### config.mk
export PLATFORM = sky130hd
export DESIGN_NAME = dram_refresh_sched
export DESIGN_NICKNAME = d
export VERILOG_FILES = /design/src/rtl/refsched_pkg.sv /design/src/rtl/refsched_cbr_seq.sv /design/src/rtl/refsched_backlog.sv /design/src/rtl/dram_refresh_sched.sv
export SDC_FILE = /design/constraint.sdc
export NUM_CORES = 1
export LEC_CHECK = 0
export ABC_AREA = 1
export BUFFER_PORTS_ARGS = -buffer_cell sky130_fd_sc_hd__buf_2
export CELL_PAD_IN_SITES_DETAIL_PLACEMENT = 0
export CELL_PAD_IN_SITES_GLOBAL_PLACEMENT = 1
export CORE_ASPECT_RATIO = 1.4
export CORE_MARGIN = 2
export CORE_UTILIZATION = 48
export CTS_CLUSTER_SIZE = 28
export DETAILED_ROUTE_END_ITERATION = 8
export PLACE_DENSITY = 0.81
export REMOVE_ABC_BUFFERS = 1
export SLEW_MARGIN = 5
export SYNTH_ARGS = -nofsm -noshare
export SYNTH_HDL_FRONTEND = slang
export SYNTH_SLANG_ARGS = --single-unit
### constraint.sdc
create_clock -name clk -period 5.4 [get_ports clk]
set_clock_uncertainty 0.1 [all_clocks]
set_input_delay 1.08 -clock clk [delete_from_list [all_inputs] [get_ports clk]]
set_output_delay 1.08 -clock clk [all_outputs]
set_load 0.005 [all_outputs]
### src/rtl/refsched_pkg.sv
package refsched_pkg;

    typedef enum logic [1:0] {
        PH_PAUSE,
        PH_WAKE,
        PH_RUN
    } phase_e;

    typedef enum logic [1:0] {
        SQ_IDLE,
        SQ_SETUP,
        SQ_ACT,
        SQ_PRE
    } seq_e;

    typedef struct packed {
        logic ras_n;
        logic cas_n;
    } strobe_t;

    // Nanoseconds to whole clock cycles, rounded up, never below one.
    function automatic int ns_to_cyc(input int ns, input int clk_ps);
        int c;
        c = (ns * 1000 + clk_ps - 1) / clk_ps;
        return (c < 1) ? 1 : c;
    endfunction

    function automatic int imax(input int a, input int b);
        return (a > b) ? a : b;
    endfunction

endpackage

### src/rtl/refsched_cbr_seq.sv
module refsched_cbr_seq
    import refsched_pkg::*;
#(
    parameter int CSR_CYC = 1,
    parameter int CHR_CYC = 1,
    parameter int RAS_CYC = 2,
    parameter int PRE_CYC = 1
) (
    input  logic    clk,
    input  logic    rst,
    input  logic    start,
    output strobe_t strb,
    output logic    busy,
    output logic    done
);
    localparam int MAXC = imax(imax(CSR_CYC, CHR_CYC), imax(RAS_CYC, PRE_CYC));
    localparam int CW   = $clog2(MAXC + 1);

    seq_e          st;
    logic [CW-1:0] cnt;

    always_ff @(posedge clk) begin
        if (rst) begin
            st  <= SQ_IDLE;
            cnt <= '0;
        end else begin
            case (st)
                SQ_IDLE: begin
                    if (start) begin
                        st  <= SQ_SETUP;
                        cnt <= '0;
                    end
                end
                SQ_SETUP: begin
                    if (cnt == CW'(CSR_CYC - 1)) begin
                        st  <= SQ_ACT;
                        cnt <= '0;
                    end else begin
                        cnt <= cnt + 1'b1;
                    end
                end
                SQ_ACT: begin
                    if (cnt == CW'(RAS_CYC - 1)) begin
                        st  <= SQ_PRE;
                        cnt <= '0;
                    end else begin
                        cnt <= cnt + 1'b1;
                    end
                end
                default: begin
                    if (cnt == CW'(PRE_CYC - 1)) begin
                        st  <= SQ_IDLE;
                        cnt <= '0;
                    end else begin
                        cnt <= cnt + 1'b1;
                    end
                end
            endcase
        end
    end

    always_comb begin
        strb.ras_n = (st != SQ_ACT);
        strb.cas_n = !((st == SQ_SETUP) || ((st == SQ_ACT) && (cnt < CW'(CHR_CYC))));
        busy       = (st != SQ_IDLE);
        done       = (st == SQ_PRE) && (cnt == CW'(PRE_CYC - 1));
    end

endmodule

### src/rtl/refsched_backlog.sv
module refsched_backlog
    import refsched_pkg::*;
#(
    parameter int REFI_CYC = 1560,
    parameter int MAX_PEND = 8
) (
    input  logic clk,
    input  logic rst,
    input  logic run,
    input  logic done,
    output logic owed,
    output logic ovf
);
    localparam int TW = $clog2(REFI_CYC + 1);
    localparam int PW = $clog2(MAX_PEND + 2);

    logic [TW-1:0] tcnt;
    logic [PW-1:0] pend;
    logic          tick;

    always_comb begin
        tick = run && (tcnt == TW'(REFI_CYC - 1));
        ovf  = tick && !done && (pend == PW'(MAX_PEND));
        owed = (pend != '0);
    end

    always_ff @(posedge clk) begin
        if (rst || !run) begin
            tcnt <= '0;
            pend <= '0;
        end else begin
            tcnt <= tick ? '0 : tcnt + 1'b1;
            if (ovf) begin
                pend <= '0;
            end else if (tick && !done) begin
                pend <= pend + 1'b1;
            end else if (done && !tick && owed) begin
                pend <= pend - 1'b1;
            end
        end
    end

endmodule

### src/rtl/dram_refresh_sched.sv
module dram_refresh_sched
    import refsched_pkg::*;
#(
    parameter int CLK_PS      = 10000,
    parameter int PAUSE_NS    = 200000,
    parameter int REFI_NS     = 15600,
    parameter int CSR_NS      = 10,
    parameter int CHR_NS      = 10,
    parameter int RAS_NS      = 60,
    parameter int RP_NS       = 40,
    parameter int RPC_NS      = 5,
    parameter int WAKE_CYCLES = 8,
    parameter int MAX_PEND    = 8
) (
    input  logic clk,
    input  logic rst,
    input  logic ref_gnt,
    output logic ref_req,
    output logic ras_n,
    output logic lcas_n,
    output logic ucas_n,
    output logic init_done,
    output logic err_flag
);
    localparam int PAUSE_CYC = ns_to_cyc(PAUSE_NS, CLK_PS);
    localparam int REFI_CYC  = ns_to_cyc(REFI_NS, CLK_PS);
    localparam int CSR_CYC   = ns_to_cyc(CSR_NS, CLK_PS);
    localparam int CHR_CYC   = ns_to_cyc(CHR_NS, CLK_PS);
    localparam int RAS_CYC   = imax(ns_to_cyc(RAS_NS, CLK_PS), CHR_CYC + 1);
    localparam int PRE_CYC   = imax(ns_to_cyc(RP_NS, CLK_PS), ns_to_cyc(RPC_NS, CLK_PS));
    localparam int PCW       = $clog2(PAUSE_CYC + 1);
    localparam int WW        = $clog2(WAKE_CYCLES + 1);

    phase_e         ph;
    logic [PCW-1:0] pcnt;
    logic [WW-1:0]  wake_left;
    logic           err_q;
    logic           work, start, busy, seq_done, owed, ovf;
    strobe_t        strb;

    refsched_cbr_seq #(
        .CSR_CYC(CSR_CYC),
        .CHR_CYC(CHR_CYC),
        .RAS_CYC(RAS_CYC),
        .PRE_CYC(PRE_CYC)
    ) u_seq (
        .clk  (clk),
        .rst  (rst),
        .start(start),
        .strb (strb),
        .busy (busy),
        .done (seq_done)
    );

    refsched_backlog #(
        .REFI_CYC(REFI_CYC),
        .MAX_PEND(MAX_PEND)
    ) u_backlog (
        .clk (clk),
        .rst (rst),
        .run (ph == PH_RUN),
        .done(seq_done),
        .owed(owed),
        .ovf (ovf)
    );

    always_comb begin
        work  = ((ph == PH_WAKE) && (wake_left != '0)) || ((ph == PH_RUN) && owed);
        start = work && ref_gnt && !busy;
    end

    always_ff @(posedge clk) begin
        if (rst) begin
            ph        <= PH_PAUSE;
            pcnt      <= '0;
            wake_left <= '0;
            err_q     <= 1'b0;
        end else begin
            case (ph)
                PH_PAUSE: begin
                    if (pcnt == PCW'(PAUSE_CYC - 1)) begin
                        ph        <= PH_WAKE;
                        wake_left <= WW'(WAKE_CYCLES);
                    end else begin
                        pcnt <= pcnt + 1'b1;
                    end
                end
                PH_WAKE: begin
                    // wake-ups are counted as they start, so a cycle already
                    // in flight when re-initialization begins does not count
                    if (start) begin
                        wake_left <= wake_left - 1'b1;
                    end else if (seq_done && (wake_left == '0)) begin
                        ph <= PH_RUN;
                    end
                end
                default: begin
                    if (ovf) begin
                        ph        <= PH_WAKE;
                        wake_left <= WW'(WAKE_CYCLES);
                        err_q     <= 1'b1;
                    end
                end
            endcase
        end
    end

    assign ref_req   = busy || work;
    assign ras_n     = strb.ras_n;
    assign lcas_n    = strb.cas_n;
    assign ucas_n    = strb.cas_n;
    assign init_done = (ph == PH_RUN);
    assign err_flag  = err_q;

endmodule

=== Word-level counts from Yosys, hierarchy flattened ===
Cells that the tools add are included.

* Input port bits: 3
* Bits in registers: 42
* Logic and storage cells: 95

* Multiplexer cells: 21
* Bitwise logic cells: 2
* Add/sub/neg operators: 6
* Reductions and logical operators: 39
* Eq/ne operators: 18
* $lt $le $gt $ge: 1

{| class="wikitable"
|+ Operators with widths
! cell !! count
|-
| $mux 4 || 5
|-
| $mux 2 || 8
|-
| $add 15x1->15 const B || 1
|-
| $eq 15x15->1 const B || 1
|-
| $logic_and 1x1->1 || 12
|-
| $mux 3 || 4
|-
| $reduce_bool 4->1 || 3
|-
| $add 11x1->11 const B || 1
|-
| $eq 11x11->1 const B || 1
|-
| $ne 2x2->1 const B || 5
|-
| $pmux 3 s3 || 1
|-
| $pmux 4 s2 || 1
|-
| $reduce_and 4->1 || 2
|-
| $sub 4x1->4 const B || 2
|-
| $eq 2x2->1 const B || 3
|-
| $ne 2x1->1 const B || 3
|-
| $pmux 2 s3 || 1
|-
| $reduce_or 2->1 || 3
|-
| $logic_not 1->1 || 5
|-
| $add 4x1->4 const B || 1
|-
| $eq 2x1->1 const B || 2
|-
| $eq 4x4->1 const B || 1
|-
| $logic_not 2->1 || 2
|-
| $logic_not 4->1 || 1
|-
| 12 further kinds || 18
|}

=== Depth between registers and ports, before layout ===
Gate-level depths: netlist of the first run.

* Word-level depth: 7
* Gate-level depth with buffers: 14
* Gate-level depth less buffers: 14

=== By module ===
A second synthesis of the first run with hierarchy kept.

* Cells, all modules: 401
* Area total of the unflattened synthesis: 2692.6 sq um

{| class="wikitable"
|+ Modules (own cells, without submodules)
! module !! sequential area each (sq um) !! cells each !! times used !! area an instance (sq um)
|-
| dram_refresh_sched || 440.4 || 209 || 1 || 1380.1
|-
| refsched_backlog || 300.3 || 129 || 1 || 868.3
|-
| refsched_cbr_seq || 100.1 || 63 || 1 || 444.2
|}

=== Least setup slack after synthesis of the first run ===
No wires, ideal clock.

* Path type: flip-flop to output port
* From: register u_seq.st[0]
* To: output ucas_n
* Path slack: 3.149 ns
* Path buffers: 1
* Cell stages (with the launch flop): 5
* Data arrival time: 1.071 ns
* Data required time: 4.220 ns
* Path through: dfxtp_1 > inv_1 > ha_1 > a41oi_1 > buf_4

* Word-level cells in the longest chain between the ends: 4

{| class="wikitable"
|+ RTL lines
! what !! RTL line !! RTL
|-
| start: declaration || refsched_cbr_seq.sv:19 || <nowiki>seq_e st;</nowiki>
|-
| start signal: assignment || refsched_cbr_seq.sv:24 || <nowiki>st <= SQ_IDLE;</nowiki>
|-
| start signal: assignment || refsched_cbr_seq.sv:30 || <nowiki>st <= SQ_SETUP;</nowiki>
|-
| start signal: assignment || refsched_cbr_seq.sv:36 || <nowiki>st <= SQ_ACT;</nowiki>
|-
| $eq 2x2->1 || refsched_cbr_seq.sv:64 || <nowiki>strb.cas_n = !((st == SQ_SETUP) || ((st == SQ_ACT) && (cnt < CW'(CHR_CYC))));</nowiki>
|-
| $logic_and 1x1->1 || refsched_cbr_seq.sv:64 ||
|-
| $logic_or 1x1->1 * || refsched_cbr_seq.sv:64 ||
|-
| $logic_not 1->1 * || refsched_cbr_seq.sv:64 ||
|-
| end: declaration || dram_refresh_sched.sv:21 || <nowiki>output logic ucas_n,</nowiki>
|}

Every way passes the cells marked *; elsewhere a longest branch is shown, timed or not.

=== Worst setup path in the final report of the first run ===
* From: register u_seq.st[0]
* To: output lcas_n

* Word-level cells in the longest chain between the ends: 4

{| class="wikitable"
|+ RTL lines
! what !! RTL line !! RTL
|-
| $eq 2x2->1 || refsched_cbr_seq.sv:64 ||
|-
| $logic_and 1x1->1 || refsched_cbr_seq.sv:64 ||
|-
| $logic_or 1x1->1 * || refsched_cbr_seq.sv:64 ||
|-
| $logic_not 1->1 * || refsched_cbr_seq.sv:64 ||
|-
| end: declaration || dram_refresh_sched.sv:20 || <nowiki>output logic lcas_n,</nowiki>
|}

Marks and branches as above.

==> flow_summary.json, run 1 <==
{
  "post_synth_instance_area_um2": 2480,
  "routedWlPerCell_um": 11.8,
  "ant_nets": 0,
  "startpoint": "u_seq.st[0]$_SDFFE_PP0P_",
  "drive_gt1_share_pct": 9.97,
  "numClockSinks": 42,
  "cap_violations": 0,
  "grt_pass1_wl_um": 8900,
  "cts_resized": 0,
  "status": "finished clean",
  "wl_um": 5120,
  "routed_via_density": 5.08,
  "syn_area_per_cell_um2": 6.89,
  "cp_max_fo": 4,
  "num_antenna_cells": 0,
  "startpoint_type": "register",
  "clk_path_buf_depth": 2,
  "rsz0062_at_grt": "no",
  "drt-pass1-iter-count": 4,
  "min_path_type": "register to register",
  "track_usage_pct": 19.7,
  "ir_drop_mv": 0.214,
  "slew_headroom_pct": 69.6,
  "cts_tree": "done",
  "grt_max_degree": 16,
  "synth_warnings": 0,
  "synthTopCellsByCount": "nand2_1, nor2_1, inv_1, dfxtp_1, a21oi_1",
  "num_rows": 30,
  "ys_ff_latch": 42,
  "synth_top_cell_area_share_pct": 33.9,
  "cp_data_required_time_ns": 4.22,
  "cp_cell_sequence": "inv_1 > ha_1 > a41oi_1 > buf_2",
  "fin_crit_sh_pct": 48.0,
  "cts_buffers": 5,
  "grt_pass1_vias": 2122,
  "gr-total-overflow": 0,
  "num_vias": 2211,
  "critical_path.max_stage_delay_ns": 0.39,
  "clk_latency_ns": 0.29,
  "portBuffers": 8,
  "yosys.area.top_type": "dfxtp_1",
  "hpwl_um": 3940,
  "leakage_nw": 1.09,
  "synthArstFlopShare_pct": 0,
  "syn-instance-count": 360,
  "num_io_pins": 9,
  "worst_path_max_delay_cell": "dfxtp_1",
  "synthTopCellsByArea": "dfxtp_1, nand2_1, ha_1",
  "multiInputGateArea_um2": 1430,
  "cts_hold_buf": 0,
  "seq_area_frac_synth_pct": 33.9,
  "clock.fmax_ghz": 0.386,
  "area_growth_pct": 9.49,
  "die_w_um": 64.7,
  "end_kind": "output port",
  "worstPathArrival_ns": 1.41,
  "final_util_pct": 55.2,
  "nFillCells": 526,
  "die_h_um": 89.0,
  "preCtsSetupSlack_ns": 2.98,
  "drcViolationCount": 0,
  "fin_nets": 390,
  "hold_violations": 0,
  "cts.htree.levels": 2,
  "yosysMostFrequentCell": "nand2_1",
  "clk_pin_slew_ns": 0.08,
  "slew_viol_final": 0,
  "worst_slew_pin_slew_ns": 0.456,
  "min_from": "u_backlog.tcnt[0]$_SDFF_PP0_",
  "setup_tns_ns": 0,
  "design.core.area_um2": 4920,
  "worstSetupPathType": "register to output port",
  "post_cts_buffers": 0,
  "min_period_ns": 2.59,
  "setup_viol": 0,
  "synth_edf_count": 0,
  "place.gp.congestion": 0.760,
  "rr_startpoint": "u_seq.cnt[0]$_SDFFE_PP0N_",
  "fin_ws_ns": 2.81,
  "initial_core_util_pct": 50.4,
  "ys.flop_type": "dfxtp_1",
  "ys_types": 39,
  "area.sequential_um2": 841,
  "antenna_found_initial": 0,
  "pwr_density_cell_nw_per_um2": 307,
  "die_area_um2": 5760,
  "cts-root-buf": "clkbuf_8",
  "drtIter0Drc": 81
}
power breakdown:
part / internal (mW) / total (mW) / switching (mW)
Clock: 0.197 / 0.307 / 0.110
Combinational: 0.0682 / 0.176 / 0.108
Sequential: 0.329 / 0.349 / 0.0198
worst max-delay path: cells and delay by family, from the launching register on:
kind,cells,cell delay (ns)
fa+ha+maj,1,0.25
flops,1,0.39
buf+inv,2,0.24
compound gates,1,0.24
layer usage:
| layer | up-vias | wire length, µm | GRT usage, % |
|---|---|---|---|
| met5 | - | 0 | 0 |
| met4 | 0 | 89 | 7.16 |
| met3 | 8 | 104 | 3.40 |
| met2 | 22 | 2690 | 38.1 |
| met1 | 1005 | 2230 | 21.3 |
| li1 | 1176 | - | - |
state kept, by name, indices dropped and copies added (netlist names):
name and cells:
u_seq.cnt 3, u_seq.st 2, ph 2, u_backlog.pend 4, u_backlog.tcnt 11, wake_left 4, err_flag 1, pcnt 15
placed cells by master, fill, tap and decap left out, types with 2 or more instances in the layout:
cell type  synthesis  final
nand2_1           80     80
nor2_1            48     48
inv_1             44     44
dfxtp_1           42     42
a21oi_1           28     28
nand3_1           25     25
ha_1              16     16
o21ai_0           10     10
nor3_1             9      9
buf_2              1      8
nand2_2            6      6
nand4_1            6      6
clkbuf_8           0      6
o21ai_1            4      4
xor2_1             4      4
xnor2_1            4      4
inv_2              3      3
nor2_2             3      3
o21a_1             2      2
nand3b_1           2      2
o21bai_1           2      2
bufinv_16          0      2
path summary, 6_finish.rpt:
kind / depth (start not counted) / end / slack [ns]
setup / recovery: 4 / lcas_n / 2.81
hold / removal: 1 / u_backlog.tcnt[0]$_SDFF_PP0_ / 0.35
setup reg to reg: 10 / u_backlog.pend[3]$_SDFFE_PP0P_ / 2.94
hold reg to reg: 1 / u_backlog.tcnt[0]$_SDFF_PP0_ / 0.35
final cells by class:
cell class / count / share of cell area [%]
tap: 64 / 2.95
clock buffer: 6 / 3.04
inverter: 48 / 6.69
multi-input combinational: 265 / 52.7
sequential: 42 / 31.0
clock inverter: 2 / 2.21
timing repair buffer: 8 / 1.48
cells by family (layout without fill, tap and decap cells):
group / count (synthesis) / after routing / share of synthesized area, %
xor gates and xnor gates: 8 / 8 / 2.83
and+or+nand+nor: 187 / 187 / 34.1
adders and majority gates: 17 / 17 / 8.88
buffers and inverters: 53 / 64 / 8.43
AOI/OAI and AO/OA: 53 / 53 / 11.8
DFF: 42 / 42 / 33.9
per-stage QoR:
stage | cells | power [mW] | instance area (µm²) | hold WS (ns)
4_1_cts | 435 | 0.846 | 2710 | 0.352
3_5_place_dp | 427 | 0.534 | 2570 | 0.334
5_1_grt | 435 | 0.884 | 2710 | 0.388
3_3_place_gp | 427 | 0.533 | 2570 | 0.329
2_1_floorplan | 355 | 0.484 | 2450 | 0.318
6_report | 435 | 0.832 | 2710 | 0.350
Power figures use the tool's default switching activity.
==> run 2: changes to the inputs <==
Settings changed: ABC_AREA 1 to 0, CORE_UTILIZATION 48 to 43, PLACE_DENSITY 0.81 to 0.73.
Clock period 5.4 ns to 2.2 ns, I/O delays scaled along.
==> run 2 against run 1 <==
Compared with the run above: the flow now finishes with violations (negative setup slack); worst setup slack got worse by 2.9 ns; register-to-register slack got worse by 3.0 ns; cell area increased by 6.3%; total power up 54%; cell count fell by 13%; clock power is 57% higher; die area rose by 7.4%; first-iteration DRC count rose by 81%; combinational power shrank 83%; flip-flop and latch count did not move; critical path depth increased by 5; count of clock-buffer cells in the layout is the same; critical path type is now register to register; critical endpoint is now u_backlog.pend[3]$_SDFFE_PP0P_; largest cell class unchanged.
==> flow_summary.json, run 2 <==
{
  "cts_buffers": 5,
  "synth_top_cell_area_share_pct": 35.1,
  "seq_area_frac_synth_pct": 35.1,
  "track_usage_pct": 18.1,
  "final_area_um2": 2880,
  "min_path_type": "register to register",
  "synthTopCellsByArea": "dfxtp_1, ha_1, xor2_1",
  "initial_core_util_pct": 44.0,
  "hpwl_um": 3790,
  "num_vias": 2034,
  "fin_nets": 331,
  "ir_drop_mv": 0.274,
  "layout_common_cells": "nor2_1, dfxtp_1, buf_4, xor2_1, nand2_1",
  "num_antenna_cells": 0,
  "setup_viol": 1,
  "dp_cells": 368,
  "cp_data_required_time_ns": 2.34,
  "worstPathArrival_ns": 2.43,
  "numClockSinks": 42,
  "ys_types": 58,
  "fin_ws_ns": -0.0979,
  "fin_crit_sh_pct": 104,
  "antenna_found_initial": 0,
  "worst_path_max_delay_cell": "or4_1",
  "cp_cell_sequence": "ha_4 > and4b_1 > nand4_1 > ha_1 > a21oi_2 > nand2_1 > or4_1 > a21o_1 > a21oi_2",
  "preCtsSetupSlack_ns": -0.198,
  "largest-register": "pcnt",
  "synth_top_family_by_area": "simple AND/OR/NAND/NOR gates",
  "path_buf_inv": 0,
  "r2r_slack_ns": -0.1,
  "die_h_um": 92.3,
  "startpoint_type": "register",
  "pwr_density_cell_nw_per_um2": 444,
  "design.core.area_um2": 5450,
  "place.gp.congestion": 0.788,
  "cap_violations": 0,
  "synth_compound_area_share_pct": 14.9,
  "nFillCells": 568,
  "r2r_cells": 9,
  "synth-simple-area-share_pct": 28.4,
  "crit_family": "simple AND/OR/NAND/NOR gates",
  "cts_hold_buf": 0,
  "wl_um": 5110,
  "final_util_pct": 53.0,
  "synth-xor-area-share_pct": 7.32,
  "drive_gt1_share_pct": 24.1,
  "ant_nets": 0,
  "portBuffers": 8,
  "slew_viol_final": 0,
  "synth_warnings": 0,
  "ys_ff_latch": 42,
  "status": "complete, but fails checks",
  "grt_max_degree": 18,
  "area_growth_pct": 20.5,
  "instances_no_fill": 379,
  "largest_reg_flops": 15,
  "cts.htree.levels": 2,
  "yosys.area_share.adder_pct": 9.20,
  "gr-total-overflow": 0,
  "synthArstFlopShare_pct": 0,
  "drt-pass1-iter-count": 4,
  "cp_max_fo": 3,
  "clock.fmax_ghz": 0.435,
  "routedWlPerCell_um": 13.5,
  "num_io_pins": 9,
  "clk_path_buf_depth": 2,
  "hold_violations": 0,
  "min_period_ns": 2.30,
  "violations": "negative setup slack",
  "drtIter0Drc": 147,
  "path_common_cell": "a21oi_2",
  "synth_edf_count": 0,
  "leakage_nw": 1.12,
  "clk_pin_slew_ns": 0.08,
  "synthMuxAreaShare_pct": 1.67,
  "clk_latency_ns": 0.29,
  "routed_via_density": 5.37,
  "critical_path.max_stage_delay_ns": 0.39,
  "min_path_cells": 2,
  "grt_pass1_wl_um": 8650,
  "yosys.area.top_type": "dfxtp_1",
  "cts-root-buf": "clkbuf_8",
  "worst_slew_pin_slew_ns": 0.452,
  "ys.flop_type": "dfxtp_1",
  "yosysMostFrequentCell": "dfxtp_1",
  "die_w_um": 67.1,
  "grt_pass1_vias": 1998,
  "synthTopCellsByCount": "dfxtp_1, nor2_1, xor2_1, nand2_1, ha_1",
  "end_kind": "register",
  "placed_area_um2": 2700,
  "num_rows": 32,
  "syn-instance-count": 270,
  "slew_headroom_pct": 69.7,
  "post_synth_instance_area_um2": 2390,
  "cts_tree": "done",
  "worstSetupPathType": "register to register",
  "largestRegisters": "pcnt: 15 flops, u_backlog.tcnt: 11 flops",
  "drcViolationCount": 0,
  "die_area_um2": 6190,
  "crit_cells": 9,
  "rsz0062_at_grt": "yes",
  "syn_area_per_cell_um2": 8.86
}
run 2: changes by cell type in the layout (fill, tap and decap cells not counted), sizes merged, moves of 6 or more:
cell    change
nand2      -70
and3       +11
o211ai      +6
a21oi      -13
or3         +7
nor2       -16
nor3        -7
xor2       +14
o21ai       -6
inv        -35
nand3      -17
buf        +33
run 2: worst paths after layout:
kind,startpoint,endpoint
worst min-delay path,err_flag$_SDFFE_PP0P_,err_flag$_SDFFE_PP0P_
worst min register to register,err_flag$_SDFFE_PP0P_,err_flag$_SDFFE_PP0P_
worst max register to register,u_backlog.tcnt[0]$_SDFF_PP0_,u_backlog.pend[3]$_SDFFE_PP0P_
worst max-delay path,u_backlog.tcnt[0]$_SDFF_PP0_,u_backlog.pend[3]$_SDFFE_PP0P_
run 2: tightest hold or removal path, cell delays in order (launching register included):
cell and delay [ns]:
dfxtp_1 0.33, nor2_1 0.05, nor2_1 0.07
run 2: timing repair:
| item | CTS | global route |
|---|---|---|
| setup endpoints to repair | 2 | 4 |
| setup buffers | 1 | 3 |
| pin swaps | 7 | 9 |
| gates resized for setup | 13 | 5 |
run 2: cell families (layout without fill, tap and decap cells):
kind of cell / after synthesis / after routing
buffers and inverters: 19 / 60
adder cells (fa/ha/maj): 17 / 17
flip-flops: 42 / 42
AND/OR/NAND/NOR: 119 / 119
multiplexers: 4 / 4
XOR/XNOR: 20 / 20
AO/OA/AOI/OAI: 49 / 49
run 2: cell type report:
| class | instances | area (µm²) | area share [%] |
|---|---|---|---|
| clock inverter | 1 | 7.51 | 0.260 |
| sequential | 42 | 848 | 29.4 |
| tap | 68 | 85.1 | 2.95 |
| multi-input combinational | 209 | 1540 | 53.3 |
| inverter | 12 | 45.0 | 1.56 |
| clock buffer | 6 | 72.6 | 2.52 |
| timing repair buffer | 41 | 288 | 9.98 |
run 2: through the flow:
| stage | power [mW] | hold slack [ns] | setup TNS, ns |
|---|---|---|---|
| final | 1.28 | 0.382 | -0.0979 |
| after global routing | 1.33 | 0.432 | -0.267 |
| after CTS | 1.30 | 0.390 | -0.114 |
| after detailed placement | 0.816 | 0.360 | -0.240 |
| after global placement | 0.816 | 0.352 | -0.157 |
| after floorplan | 0.799 | 0.330 | -0.628 |
run 2: routing by layer:
metal	up-vias	global-route usage (%)	share of wire (%)
met2	14	33.1	53
met5	-	0	0
met1	956	19.6	43
li1	1054	-	-
met4	0	7.48	2.2
met3	10	3.31	1.6
run 2: report_power, final:
| part | total [mW] | internal (mW) | switching, mW |
|---|---|---|---|
| combinational | 0.0292 | 0.0116 | 0.0177 |
| clock | 0.482 | 0.218 | 0.264 |
| sequential | 0.769 | 0.764 | 0.00490 |
